[src/rtl/fifo_readout_pkg.sv]
package fifo_readout_pkg;
  localparam int WORD_W = 16;

  function automatic int words_for(input int bits);
    return (bits + WORD_W - 1) / WORD_W;
  endfunction
endpackage

[src/rtl/head_slicer.sv]
// Zero-pads a source value to a whole number of host words.
module head_slicer
  import fifo_readout_pkg::*;
#(
  parameter int SRC_W     = 80,
  parameter int NUM_WORDS = 5
) (
  input  logic [SRC_W-1:0]            src,
  output logic [NUM_WORDS*WORD_W-1:0] flat
);
  localparam int PAD_W = NUM_WORDS * WORD_W - SRC_W;

  generate
    if (PAD_W > 0) begin : g_pad
      assign flat = {{PAD_W{1'b0}}, src};
    end else begin : g_exact
      assign flat = src;
    end
  endgenerate
endmodule

[src/rtl/pop_gate.sv]
// Turns a write to one pop address into a single-cycle request pulse.
module pop_gate #(
  parameter int ADDR_W   = 5,
  parameter int CNT_W    = 9,
  parameter int POP_ADDR = 17
) (
  input  logic              clk,
  input  logic              rst,
  input  logic              wr_en,
  input  logic [ADDR_W-1:0] wr_addr,
  input  logic [CNT_W-1:0]  fill,
  output logic              pop
);
  logic hit;
  logic room;

  assign hit  = wr_en && (wr_addr == ADDR_W'(POP_ADDR));
  // The last entry may already be leaving via the pulse now high.
  assign room = (fill != '0) && !(pop && (fill == CNT_W'(1)));

  always_ff @(posedge clk) begin
    if (rst) pop <= 1'b0;
    else     pop <= hit && room;
  end

  assert_pop_needs_write_R9: assert property (@(posedge clk) disable iff (rst)
    pop |-> $past(wr_en && (wr_addr == ADDR_W'(POP_ADDR))));

  assert_no_empty_pop_R11: assert property (@(posedge clk) disable iff (rst)
    pop |-> (fill != '0));

  assert_empty_write_silent_R11: assert property (@(posedge clk) disable iff (rst)
    (wr_en && (wr_addr == ADDR_W'(POP_ADDR)) && (fill == '0)) |=> !pop);
endmodule

[src/rtl/read_mux.sv]
// Registered word select over a flat table of host words.
module read_mux
  import fifo_readout_pkg::*;
#(
  parameter int ADDR_W   = 5,
  parameter int NUM_REGS = 17
) (
  input  logic                       clk,
  input  logic                       rst,
  input  logic                       rd_en,
  input  logic [ADDR_W-1:0]          rd_addr,
  input  logic [NUM_REGS*WORD_W-1:0] table_flat,
  output logic [WORD_W-1:0]          rd_data,
  output logic                       rd_valid
);
  logic              mapped;
  logic [WORD_W-1:0] picked;

  assign mapped = int'(rd_addr) < NUM_REGS;

  always_comb begin
    picked = '0;
    for (int i = 0; i < NUM_REGS; i++) begin
      if (int'(rd_addr) == i) picked = table_flat[i*WORD_W +: WORD_W];
    end
  end

  always_ff @(posedge clk) begin
    if (rst) begin
      rd_data  <= '0;
      rd_valid <= 1'b0;
    end else begin
      rd_valid <= rd_en;
      if (rd_en) rd_data <= mapped ? picked : '0;
    end
  end

  assert_valid_after_read_R1: assert property (@(posedge clk) disable iff (rst)
    rd_en |=> rd_valid);

  assert_valid_needs_read_R1: assert property (@(posedge clk) disable iff (rst)
    rd_valid |-> $past(rd_en));

  assert_unmapped_zero_R7: assert property (@(posedge clk) disable iff (rst)
    (rd_en && !mapped) |=> (rd_data == '0));
endmodule

[src/rtl/fifo_readout_bank.sv]
module fifo_readout_bank
  import fifo_readout_pkg::*;
#(
  parameter int ADDR_W     = 5,
  parameter int TRIG_W     = 80,
  parameter int VETO_W     = 48,
  parameter int TRIG_DEPTH = 256,
  parameter int VETO_DEPTH = 256,
  parameter int SCALER_W   = 48,
  parameter int LOST_W     = 16
) (
  input  logic                              clk,
  input  logic                              rst,
  input  logic                              host_rd,
  input  logic                              host_wr,
  input  logic [ADDR_W-1:0]                 host_addr,
  input  logic [WORD_W-1:0]                 host_wdata,
  input  logic [TRIG_W-1:0]                 trig_head,
  input  logic [$clog2(TRIG_DEPTH+1)-1:0]   trig_fill,
  input  logic [VETO_W-1:0]                 veto_head,
  input  logic [$clog2(VETO_DEPTH+1)-1:0]   veto_fill,
  input  logic [SCALER_W-1:0]               live_time,
  input  logic [SCALER_W-1:0]               dead_time,
  input  logic [LOST_W-1:0]                 lost_trig,
  output logic [WORD_W-1:0]                 rd_data,
  output logic                              rd_valid,
  output logic                              trig_pop,
  output logic                              veto_pop
);
  localparam int TCNT_W   = $clog2(TRIG_DEPTH + 1);
  localparam int VCNT_W   = $clog2(VETO_DEPTH + 1);
  localparam int TRIG_NW  = words_for(TRIG_W);
  localparam int VETO_NW  = words_for(VETO_W);
  localparam int TCNT_NW  = words_for(TCNT_W);
  localparam int VCNT_NW  = words_for(VCNT_W);
  localparam int SCAL_NW  = words_for(SCALER_W);
  localparam int LOST_NW  = words_for(LOST_W);
  localparam int NUM_REGS = TRIG_NW + VETO_NW + TCNT_NW + VCNT_NW
                          + 2 * SCAL_NW + LOST_NW;
  localparam int TRIG_POP_ADDR = NUM_REGS;
  localparam int VETO_POP_ADDR = NUM_REGS + 1;

  logic [TRIG_NW*WORD_W-1:0]  trig_flat;
  logic [VETO_NW*WORD_W-1:0]  veto_flat;
  logic [TCNT_NW*WORD_W-1:0]  tcnt_flat;
  logic [VCNT_NW*WORD_W-1:0]  vcnt_flat;
  logic [SCAL_NW*WORD_W-1:0]  live_flat;
  logic [SCAL_NW*WORD_W-1:0]  dead_flat;
  logic [LOST_NW*WORD_W-1:0]  lost_flat;
  logic [NUM_REGS*WORD_W-1:0] table_flat;

  head_slicer #(.SRC_W(TRIG_W),   .NUM_WORDS(TRIG_NW)) u_trig (.src(trig_head), .flat(trig_flat));
  head_slicer #(.SRC_W(VETO_W),   .NUM_WORDS(VETO_NW)) u_veto (.src(veto_head), .flat(veto_flat));
  head_slicer #(.SRC_W(TCNT_W),   .NUM_WORDS(TCNT_NW)) u_tcnt (.src(trig_fill), .flat(tcnt_flat));
  head_slicer #(.SRC_W(VCNT_W),   .NUM_WORDS(VCNT_NW)) u_vcnt (.src(veto_fill), .flat(vcnt_flat));
  head_slicer #(.SRC_W(SCALER_W), .NUM_WORDS(SCAL_NW)) u_live (.src(live_time), .flat(live_flat));
  head_slicer #(.SRC_W(SCALER_W), .NUM_WORDS(SCAL_NW)) u_dead (.src(dead_time), .flat(dead_flat));
  head_slicer #(.SRC_W(LOST_W),   .NUM_WORDS(LOST_NW)) u_lost (.src(lost_trig), .flat(lost_flat));

  // Word 0 sits in the low bits: trigger, veto, counts, live, dead, lost.
  assign table_flat = {lost_flat, dead_flat, live_flat, vcnt_flat, tcnt_flat,
                       veto_flat, trig_flat};

  read_mux #(.ADDR_W(ADDR_W), .NUM_REGS(NUM_REGS)) u_mux (
    .clk(clk), .rst(rst), .rd_en(host_rd), .rd_addr(host_addr),
    .table_flat(table_flat), .rd_data(rd_data), .rd_valid(rd_valid));

  pop_gate #(.ADDR_W(ADDR_W), .CNT_W(TCNT_W), .POP_ADDR(TRIG_POP_ADDR)) u_tpop (
    .clk(clk), .rst(rst), .wr_en(host_wr), .wr_addr(host_addr),
    .fill(trig_fill), .pop(trig_pop));

  // veto pop path, same gate on its own address and fill count.
  pop_gate #(.ADDR_W(ADDR_W), .CNT_W(VCNT_W), .POP_ADDR(VETO_POP_ADDR)) u_vpop (
    .clk(clk), .rst(rst), .wr_en(host_wr), .wr_addr(host_addr),
    .fill(veto_fill), .pop(veto_pop));

  assert_wdata_ignored_R9: assert property (@(posedge clk) disable iff (rst)
    (host_wr && (host_addr == ADDR_W'(TRIG_POP_ADDR)) && (trig_fill > TCNT_W'(1))
     && (host_wdata != '0)) |=> trig_pop);

  assert_read_no_pop_R8: assert property (@(posedge clk) disable iff (rst)
    (host_rd && !host_wr) |=> (!trig_pop && !veto_pop));

  assert_veto_pop_only_R10: assert property (@(posedge clk) disable iff (rst)
    (host_wr && (host_addr == ADDR_W'(VETO_POP_ADDR))) |=> !trig_pop);
endmodule

[config.mk]
export PLATFORM = sky130hd
export DESIGN_NAME = fifo_readout_bank
export DESIGN_NICKNAME = d
export VERILOG_FILES = /design/src/rtl/fifo_readout_pkg.sv /design/src/rtl/head_slicer.sv /design/src/rtl/pop_gate.sv /design/src/rtl/read_mux.sv /design/src/rtl/fifo_readout_bank.sv
export SDC_FILE = /design/constraint.sdc
export NUM_CORES = 1
export LEC_CHECK = 0
export CAP_MARGIN = 20
export CORE_UTILIZATION = 30
export DETAILED_ROUTE_END_ITERATION = 7
export GPL_ROUTABILITY_DRIVEN = 0
export PLACE_DENSITY = 0.73
export SLEW_MARGIN = 10
export SYNTH_ARGS = -nofsm -noshare
export SYNTH_HDL_FRONTEND = slang
export SYNTH_HIERARCHICAL = 1
export SYNTH_SLANG_ARGS = --single-unit
[constraint.sdc]
create_clock -name clk -period 2.3 [get_ports clk]
set_input_delay 0.345 -clock clk [delete_from_list [all_inputs] [get_ports clk]]
set_output_delay 0.345 -clock clk [all_outputs]
set_load 0.01 [all_outputs]
==> reports/metrics.csv, run 1 <==
metric,value,unit
status,finished with violations,
violated checks,DRC,
CTS Buf Count,3,
Clock Skew,0,ps
final hold violation count,0,
via count,6182,
leak pwr,2.96,nW
clock sink total,19,
filler instances,1858,
gr ovfl total,0,
"Period Utilization, post-route",92.7,%
DIE WIDTH,140,µm
fmax,0.469,GHz
P_int,1.26,mW
"commonest non-fill, non-tap cells in the layout","clkdlybuf4s50_1 (280), buf_4 (126), nand2_1 (61), nor2_1 (61), a21oi_1 (49)",
crit path kind,in -> reg,
# Max-Cap Violations,0,
"non-filler cells, final",1170,
peak supply drop,205,µV
area of the multi-input gates,3100,µm²
Iter 0 DRT Violations,465,
clk root buf,clkbuf_16,
CTS tree,built,
placed cell count,1164,
post-layout instance area,7740,µm²
H-tree levels,1,
antenna violations before repair,2,
Max clock buf depth,2,
first-pass GRT wire length,36.3,mm
Synth area leaders,"buf_4 (37%), dfxtp_1 (6.7%), a21oi_1 (4.3%)",
largest net degree at the start of global routing,27,
asr flop ratio synth,0,%
post-DP HPWL,21.4,mm
Area after DPL,7600,µm²
area grow syn2layout,36.4,%
std cell rows,49,
1st-pass router iterations,8,
fraction of layout cells with a size suffix above 1,16.9,%
post-synthesis sequential area ratio,6.70,%
Post-Syn Instances,826,
NumNets Final,1223,
setup violators final,0,
worst rel slew slack,40.6,%
Mapped Area,5670,µm²
Seq cells post-synth,19,
GRT Total Usage,24.7,%
Clock power frac,20.1,%
worst path required time,2490,ps
Worst setup SP type,primary input,
utilization after layout,42.4,%
Synth area leader,buf_4,
initial core utilization,31.1,%
CP arrival,2320,ps
sequential cell area,380,µm²
crit end category,flop,
Routed WL per cell,21.4,µm
Post-CTS Setup Bufs,0,
vias per inst,5.28,
DIE AREA,19500,µm²
yosys warns,6,
Comb pwr share,61.3,%
Yosys cell types,73,
Post-Syn Area per Cell,6.87,µm²
Tightest Pin Transition,889,ps
switch share,33.0,%
CTS Hold Bufs,0,
top_reg_cell synth,dfxtp_1,
final slew viol count,0,
"EDFF count, synth",0,
"commonest non-fill, non-tap cell in the layout",clkdlybuf4s50_1,
core area,18300,µm²
post-route ant nets,0,
clk_lat worst skew,250,ps
Sequential Power Share,18.6,%
Worst-path clk slew,60,ps
port bufs,285,
Power Density,243,nW/µm²
DRC viols,1,
share of the synthesized area in the top cell type,36.6,%
Ports,302,
Post-Route WL,25.1,mm
Post-Route Setup TNS,0,ps
CP Max Fanout,11,
HP Class,reg -> reg,
unrepaired setup endpoints after global routing,no,
number of global-route vias before repair,6270,
Switch Pwr,621,µW
Die Span Y,140,µm
Final Critical Period,2130,ps
-- power groups by stage --
stage	logic (mW)	clock network (mW)	registers (mW)
2_1_floorplan	0.686	0	0.362
3_3_place_gp	1.13	0	0.358
3_5_place_dp	1.13	0	0.358
4_1_cts	1.14	0.385	0.351
5_1_grt	1.22	0.398	0.352
6_report	1.15	0.379	0.351
-- per-stage QoR --
step           setup slack, ps  hold slack [ps]  total power [mW]
2_1_floorplan              316              476              1.05
3_3_place_gp              -423              485              1.48
3_5_place_dp              -427              497              1.49
4_1_cts                  -3.12              510              1.88
5_1_grt                   49.8              533              1.97
6_report                   169              511              1.88
-- repair_timing --
item,in CTS,in global routing
hold endpoints to repair,0,0
resized for setup,9,7
setup endpoints to repair,10,11
pin swaps,1,2
-- cells in the mapped netlist (6+ instances only) --
library cell	n
nand2b_1	12
nor2_1	62
a21o_1	11
a221oi_1	13
inv_1	9
a221o_1	7
nor2b_1	7
a21oi_1	49
buf_2	15
o22ai_1	13
nand3_1	8
nor3_1	18
mux2i_1	20
a22o_1	7
buf_4	277
a22oi_1	14
o211ai_1	8
nor4_1	6
dfxtp_1	19
o21ai_0	46
nand2_1	61
o221ai_1	8
clkbuf_1	21
a211oi_1	8
-- state kept, by name (all words and copies together), names as in the netlist --
register,count
u_vpop/pop,1
u_tpop/pop,1
u_mux/rd_data,16
u_mux/rd_valid,1
-- path summary, 6_finish.rpt --
| path | to | slack [ps] | start | cells past startpoint |
|---|---|---|---|---|
| worst min-delay path | u_mux/rd_data[15] | 510 | u_mux/rd_data[15] | 2 |
| worst max-delay path | u_mux/rd_data[8] | 170 | host_addr[4] | 10 |
| worst max register to register | u_mux/rd_data[2] | 780 | u_mux/rd_data[2] | 5 |
| worst min register to register | u_mux/rd_data[15] | 510 | u_mux/rd_data[15] | 2 |
-- metal layers --
metal | vias to the layer above | GRT usage [%] | wire length (µm)
li1 | 2930 | - | -
met1 | 2834 | 30.6 | 10400
met2 | 357 | 42.0 | 11500
met3 | 61 | 4.99 | 2160
met4 | 0 | 9.14 | 951
met5 | - | 0 | 0
-- critical path: stages --
cell           delay, ps
dlygate4sd2_1        330
buf_4                230
buf_4                180
nor3_1               290
buf_4                180
nand3_1               70
a32oi_1              320
buf_4                170
o21ai_0              110
o21ai_0              100
-- cell families after synthesis --
logic type / Yosys count / synth area share (%)
AO/OA/AOI/OAI: 246 / 30.2
other: 2 / 0.132
multiplexers: 23 / 4.12
AND/OR/NAND/NOR: 209 / 18.5
flip-flops: 19 / 6.70
buffers and inverters: 327 / 40.4
-- area by class of cell --
class	instances	area share (%)
Clock buffer	4	1.02
Sequential cell	19	4.91
Inverter	10	0.485
Multi-Input combinational cell	492	40.1
Antenna cell	2	0.0647
Tap cell	229	3.70
Timing Repair Buffer	414	49.7
Power figures use the tool's default switching activity.
==> run 2: changes to the inputs <==
- GPL_ROUTABILITY_DRIVEN: 0 -> 1
==> run 2 against run 1 <==
Compared with the run above:
- the flow now finishes without violations
- sequential cell count unchanged
- largest power group unchanged
- largest cell class unchanged
- non-clock buffer count up 9
- total power up 0.52%
==> reports/metrics.csv, run 2 (synthesis results as in run 1) <==
metric,value,unit,change
initial core utilization,31.1,%,unchanged
filler instances,1933,,+4.0%
Post-Route WL,25.2,mm,+0.37%
post-DP HPWL,21.6,mm,+1.2%
CTS Buf Count,3,,unchanged
core area,18300,µm²,unchanged
# Max-Cap Violations,0,,unchanged
met3 usage,4.61,%,-0.38 points
utilization after layout,42.8,%,+0.46 points
Worst-path clk slew,60,ps,about the same
Power Density,242,nW/µm²,-0.56%
vias per inst,5.29,,about the same
number of global-route vias before repair,6503,,+3.7%
WHS Path Cells,2,,unchanged
DIE AREA,19500,µm²,unchanged
CTS tree,built,,
Routed WL per cell,21.3,µm,-0.56%
H-tree levels,1,,unchanged
DIE WIDTH,140,µm,unchanged
"Period Utilization, post-route",94.1,%,+1.5 points
total power,1.89,mW,+0.52%
leak pwr,3.02,nW,+2.0%
largest net degree at the start of global routing,27,,unchanged
worst path required time,2510,ps,+20 ps
CP arrival,2370,ps,+50 ps
final hold violation count,0,,unchanged
gpl congestion,0.909,,
crit path kind,in -> reg,,
DRC viols,0,,-1
status,"complete, no violations",,
worst rel slew slack,60.0,%,+19 points
met1 Resource Use GR,30.5,%,-0.084 points
final slew viol count,0,,unchanged
Die Span Y,140,µm,unchanged
global route hottest layer,met2,,
clk_lat worst skew,250,ps,about the same
"Most flops, register",u_mux/rd_data,,
NumNets Final,1232,,+0.74%
Iter 0 DRT Violations,490,,+5.4%
area of the multi-input gates,3100,µm²,-0.20%
GRT Total Usage,25.1,%,+0.47 points
worst reg2reg path depth,5,,unchanged
"commonest non-fill, non-tap cell in the layout",clkdlybuf4s50_1,,
Ports,302,,unchanged
HP Class,reg -> reg,,
setup violators final,0,,unchanged
fmax,0.462,GHz,-1.5%
unrepaired setup endpoints after global routing,no,,
first-pass GRT wire length,37.1,mm,+2.2%
via count,6245,,+1.0%
Clock Skew,0,ps,unchanged
1st-pass router iterations,6,,-2
std cell rows,49,,unchanged
fraction of layout cells with a size suffix above 1,18.1,%,+1.2 points
Worst setup SP type,primary input,,
GRT met2 Usage,44.3,%,+2.2 points
area grow syn2layout,37.9,%,
"commonest non-fill, non-tap cells in the layout","clkdlybuf4s50_1 (280), buf_4 (131), nand2_1 (61), nor2_1 (60), a21oi_1 (49)",,
CP Max Fanout,20,,+9
gr ovfl total,0,,unchanged
sequential cell area,380,µm²,unchanged
peak supply drop,205,µV,-0.29%
port bufs,285,,unchanged
max FFs per register,16,,unchanged
antenna violations before repair,4,,+2
crit end category,flop,,
Max clock buf depth,2,,unchanged
post-route ant nets,0,,unchanged
clk root buf,clkbuf_16,,
Tightest Pin Transition,599,ps,-289 ps
clock sink total,19,,unchanged
Final Critical Period,2160,ps,+33.4 ps
## run 2: layer usage
layer,up-vias,part of all wire [%]
met2,332,48
met5,-,0
met1,2903,42
li1,2964,-
met4,0,2.8
met3,46,7.6
## run 2: layout make-up
cell class	count	area share, %
Clock buffer	3	0.960
Clock inverter	1	0.0640
Multi-Input combinational cell	492	39.6
Inverter	10	0.480
Timing Repair Buffer	423	50.3
Tap cell	229	3.66
Sequential cell	19	4.86
Antenna cell	4	0.128
## run 2: report_power, final
part           switching (mW)  total (mW)  internal [mW]
registers             0.00830       0.350          0.342
logic                   0.472        1.17          0.694
clock network           0.144       0.377          0.234
## run 2: metrics by stage
| stage | cells | hold slack, ps | setup TNS (ps) | area (µm²) | setup WS [ps] |
|---|---|---|---|---|---|
| after CTS | 1174 | 511 | -39.1 | 7760 | -39.1 |
| final | 1181 | 507 | 0 | 7820 | 135 |
| after global routing | 1180 | 546 | 0 | 7820 | 58.2 |
| after floorplan | 838 | 476 | 0 | 5720 | 316 |
| after detailed placement | 1170 | 502 | -4050 | 7650 | -361 |
| after global placement | 1170 | 501 | -3670 | 7650 | -362 |
## run 2: worst max-delay path, stage by stage
cell,delay [ps]
buf_2,250
buf_4,230
nor4_4,330
nand2_1,110
a311oi_2,310
or4b_1,480
a31o_2,250
nand2_1,60
## run 2: worst paths after layout
path | start | end | slack [ps]
hold reg to reg | u_mux/rd_data[15] | u_mux/rd_data[15] | 510
setup reg to reg | u_mux/rd_data[2] | u_mux/rd_data[2] | 740
hold / removal | u_mux/rd_data[15] | u_mux/rd_data[15] | 510
setup / recovery | host_addr[0] | u_mux/rd_data[2] | 140
## run 2: timing repair
action | CTS | global route
gates cloned | 0 | 1
endpoints found under the setup margin | 8 | 14
pin swaps | 4 | 3
resized for setup | 8 | 11
setup buffers | 0 | 2
hold buffers | 0 | 0
==> run 3: changes to the inputs <==
- ABC_CLOCK_PERIOD_IN_PS: not set -> 2300
- CORE_UTILIZATION: 30 -> 41
- CTS_CLUSTER_SIZE: not set -> 8
- PLACE_DENSITY: 0.73 -> 0.92
==> run 3 against run 2 <==
Compared with the run above:
- global-route usage increased by 6.7 points
- largest cell class unchanged
- first-iteration DRC count increased by 62%
- die area decreased by 26%
- critical path type unchanged
- final cell count decreased by 6.3%
- largest power group unchanged
- combinational power about the same
- maximum frequency decreased by 0.28%
- highest routed layer unchanged
- total power decreased by 0.52%
- non-clock buffer count decreased by 17
- worst hold slack about the same
- sequential cell count unchanged
- sequential share of layout area increased by 0.12 points
==> reports/metrics.csv, run 3 (synthesis results as in run 1) <==
metric,value,unit,change
status,"complete, no violations",,
Area after DPL,7460,µm²,-2.4%
"Period Utilization, post-route",94.4,%,+0.26 points
FF-to-FF setup slack,790,ps,+50 ps
H-tree levels,1,,unchanged
vias per inst,5.88,,+11%
Routed met3 length,2.41,mm,+27%
Iter 0 DRT Violations,793,,+62%
"commonest non-fill, non-tap cells in the layout","clkdlybuf4s50_1 (280), buf_4 (115), nand2_1 (61), nor2_1 (61), a21oi_1 (48)",,
CP arrival,2340,ps,-30 ps
post-route ant nets,0,,unchanged
total power,1.88,mW,-0.52%
"Largest delay share family, worst path",simple AND/OR/NAND/NOR gates,,
hold slack,507,ps,-0.380 ps
Die Span Y,120,µm,-14%
NumNets Final,1215,,-1.4%
DR WL met2,11.3,mm,-6.8%
CP Max Fanout,11,,-45%
# Max-Cap Violations,0,,unchanged
highest routed metal layer,met4,,
CTS Buf Count,3,,unchanged
post-DP HPWL,19.8,mm,-8.6%
number of global-route vias before repair,6560,,+0.88%
Max clock buf depth,2,,unchanged
final slew viol count,0,,unchanged
worst path required time,2470,ps,-40 ps
DRC viols,0,,unchanged
clock sink total,19,,unchanged
clk root buf,clkbuf_16,,
"commonest non-fill, non-tap cell in the layout",clkdlybuf4s50_1,,
CP endpoint,u_mux/rd_data[3],,
"Most flops, register",u_mux/rd_data,,
Crit. path cell count,8,,unchanged
initial core utilization,42.5,%,+11 points
CTS Hold Bufs,0,,unchanged
switch share,33.1,%,+0.11 points
unrepaired setup endpoints after global routing,no,,
HP Class,reg -> reg,,
gpl congestion,1.02,,+13%
max FFs per register,16,,unchanged
WHS Path Cells,2,,unchanged
crit path cell chain,dlygate4sd2_1 > buf_4 > or3b_2 > nor2_1 > a221oi_1 > nor2_1 > o22ai_2 > a211oi_1,,
met1 WL,9.32,mm,-11%
fraction of layout cells with a size suffix above 1,16.4,%,-1.7 points
first-pass GRT wire length,35.2,mm,-5.2%
Crit path largest cell delay,500,ps,+20 ps
CP max-delay cell,or3b_2,,
largest net degree at the start of global routing,25,,-7.4%
gr ovfl total,0,,unchanged
CTS tree,built,,
port bufs,285,,unchanged
GRT Total Usage,31.8,%,+6.7 points
fmax,0.461,GHz,-0.28%
Comb pwr share,61.2,%,-0.4 points
area grow syn2layout,34.6,%,
setup violators final,0,,unchanged
std cell rows,42,,-14%
clk_lat worst skew,260,ps,about the same
WP buf/inv,2,,unchanged
Clock power frac,20.2,%,+0.3 points
peak supply drop,248,µV,+21%
Worst-path clk slew,60,ps,about the same
DIE AREA,14300,µm²,-26%
reg2reg end,u_mux/rd_data[2],,
Switch Pwr,623,µW,-0.21%
core area,13300,µm²,-27%
via count,6508,,+4.2%
post-layout instance area,7640,µm²,-2.4%
1st-pass router iterations,5,,-1
Clock Skew,0,ps,unchanged
antenna violations before repair,0,,-4
Worst setup SP type,primary input,,
DIE WIDTH,120,µm,-14%
final hold violation count,0,,unchanged
Sequential Power Share,18.6,%,about the same
Post-Route WL,24.0,mm,-4.6%
worst r2r src,u_mux/rd_data[2],,
Final Critical Period,2170,ps,+6.05 ps
Power Density,247,nW/µm²,+1.9%
most numerous cell on the critical path,nor2_1,,
crit end category,flop,,
filler instances,1265,,-35%
crit path kind,in -> reg,,
worst reg2reg path depth,5,,unchanged
leak pwr,2.93,nW,-2.7%
CP Launch Point,host_addr[4],,
Ports,302,,unchanged
Routed WL per cell,21.7,µm,+1.7%
P_int,1.26,mW,-0.68%
ANT cells,0,,-4
## run 3: cell types whose count changed in the layout (fill, tap and decap cells not counted), moves of 2 or more
cell	before	now
diode_2	4	0
o21ai_1	3	1
buf_4	131	115
o21ai_0	44	46
buf_6	3	1
## run 3: layer usage
| metal | up-vias | global-route usage (%) |
|---|---|---|
| li1 | 2910 | - |
| met1 | 3007 | 38.0 |
| met2 | 510 | 54.5 |
| met3 | 81 | 6.46 |
| met4 | 0 | 14.5 |
| met5 | - | 0 |
## run 3: how the worst min path moves through the flow
stage / startpoint / endpoint
final: u_mux/rd_data[11] / u_mux/rd_data[11]
after global routing: u_mux/rd_data[11] / u_mux/rd_data[11]
after global placement: u_mux/rd_data[15] / u_mux/rd_data[15]
after detailed placement: u_mux/rd_data[11] / u_mux/rd_data[11]
after CTS: u_mux/rd_data[11] / u_mux/rd_data[11]
after floorplan: host_addr[0] / u_tpop/pop
## run 3: stage by stage
step	worst slack (ps)	instances	TNS [ps]	utilization, %
5_1_grt	60.8	1107	0	57.2
6_report	129	1107	0	57.2
3_5_place_dp	-338	1100	-3960	55.9
3_3_place_gp	-279	1100	-3280	55.9
2_1_floorplan	316	838	0	-
4_1_cts	-28.3	1104	-28.3	56.7
## run 3: what timing repair did
action	4_1_cts	5_1_grt
cloned	0	1
setup endpoints to repair	6	12
pin swaps	1	4
endpoints found under the hold margin	0	0
gates resized for setup	6	8
setup buffers	0	2
## run 3: area by class of cell
cell class	instances	area, µm²	area share [%]
timing repair buffer	406	3830	50.1
clock buffer	4	78.8	1.03
sequential	19	380	4.98
multi-input combinational	492	3090	40.5
inverter	10	37.5	0.492
tap	176	220	2.88
## run 3: power by group through the flow
stage	Combinational, mW	Sequential, mW	Clock (mW)
floorplan	0.686	0.362	0
global placement	1.09	0.357	0
detailed placement	1.11	0.357	0
CTS	1.12	0.350	0.380
global route	1.21	0.352	0.400
finish	1.15	0.351	0.380
## run 3: worst reg2reg max path, delay by kind of cell, from the launching register on
kind            cells  cell delay, ps
simple gates        3             620
compound gates      2             460
flops               1             370
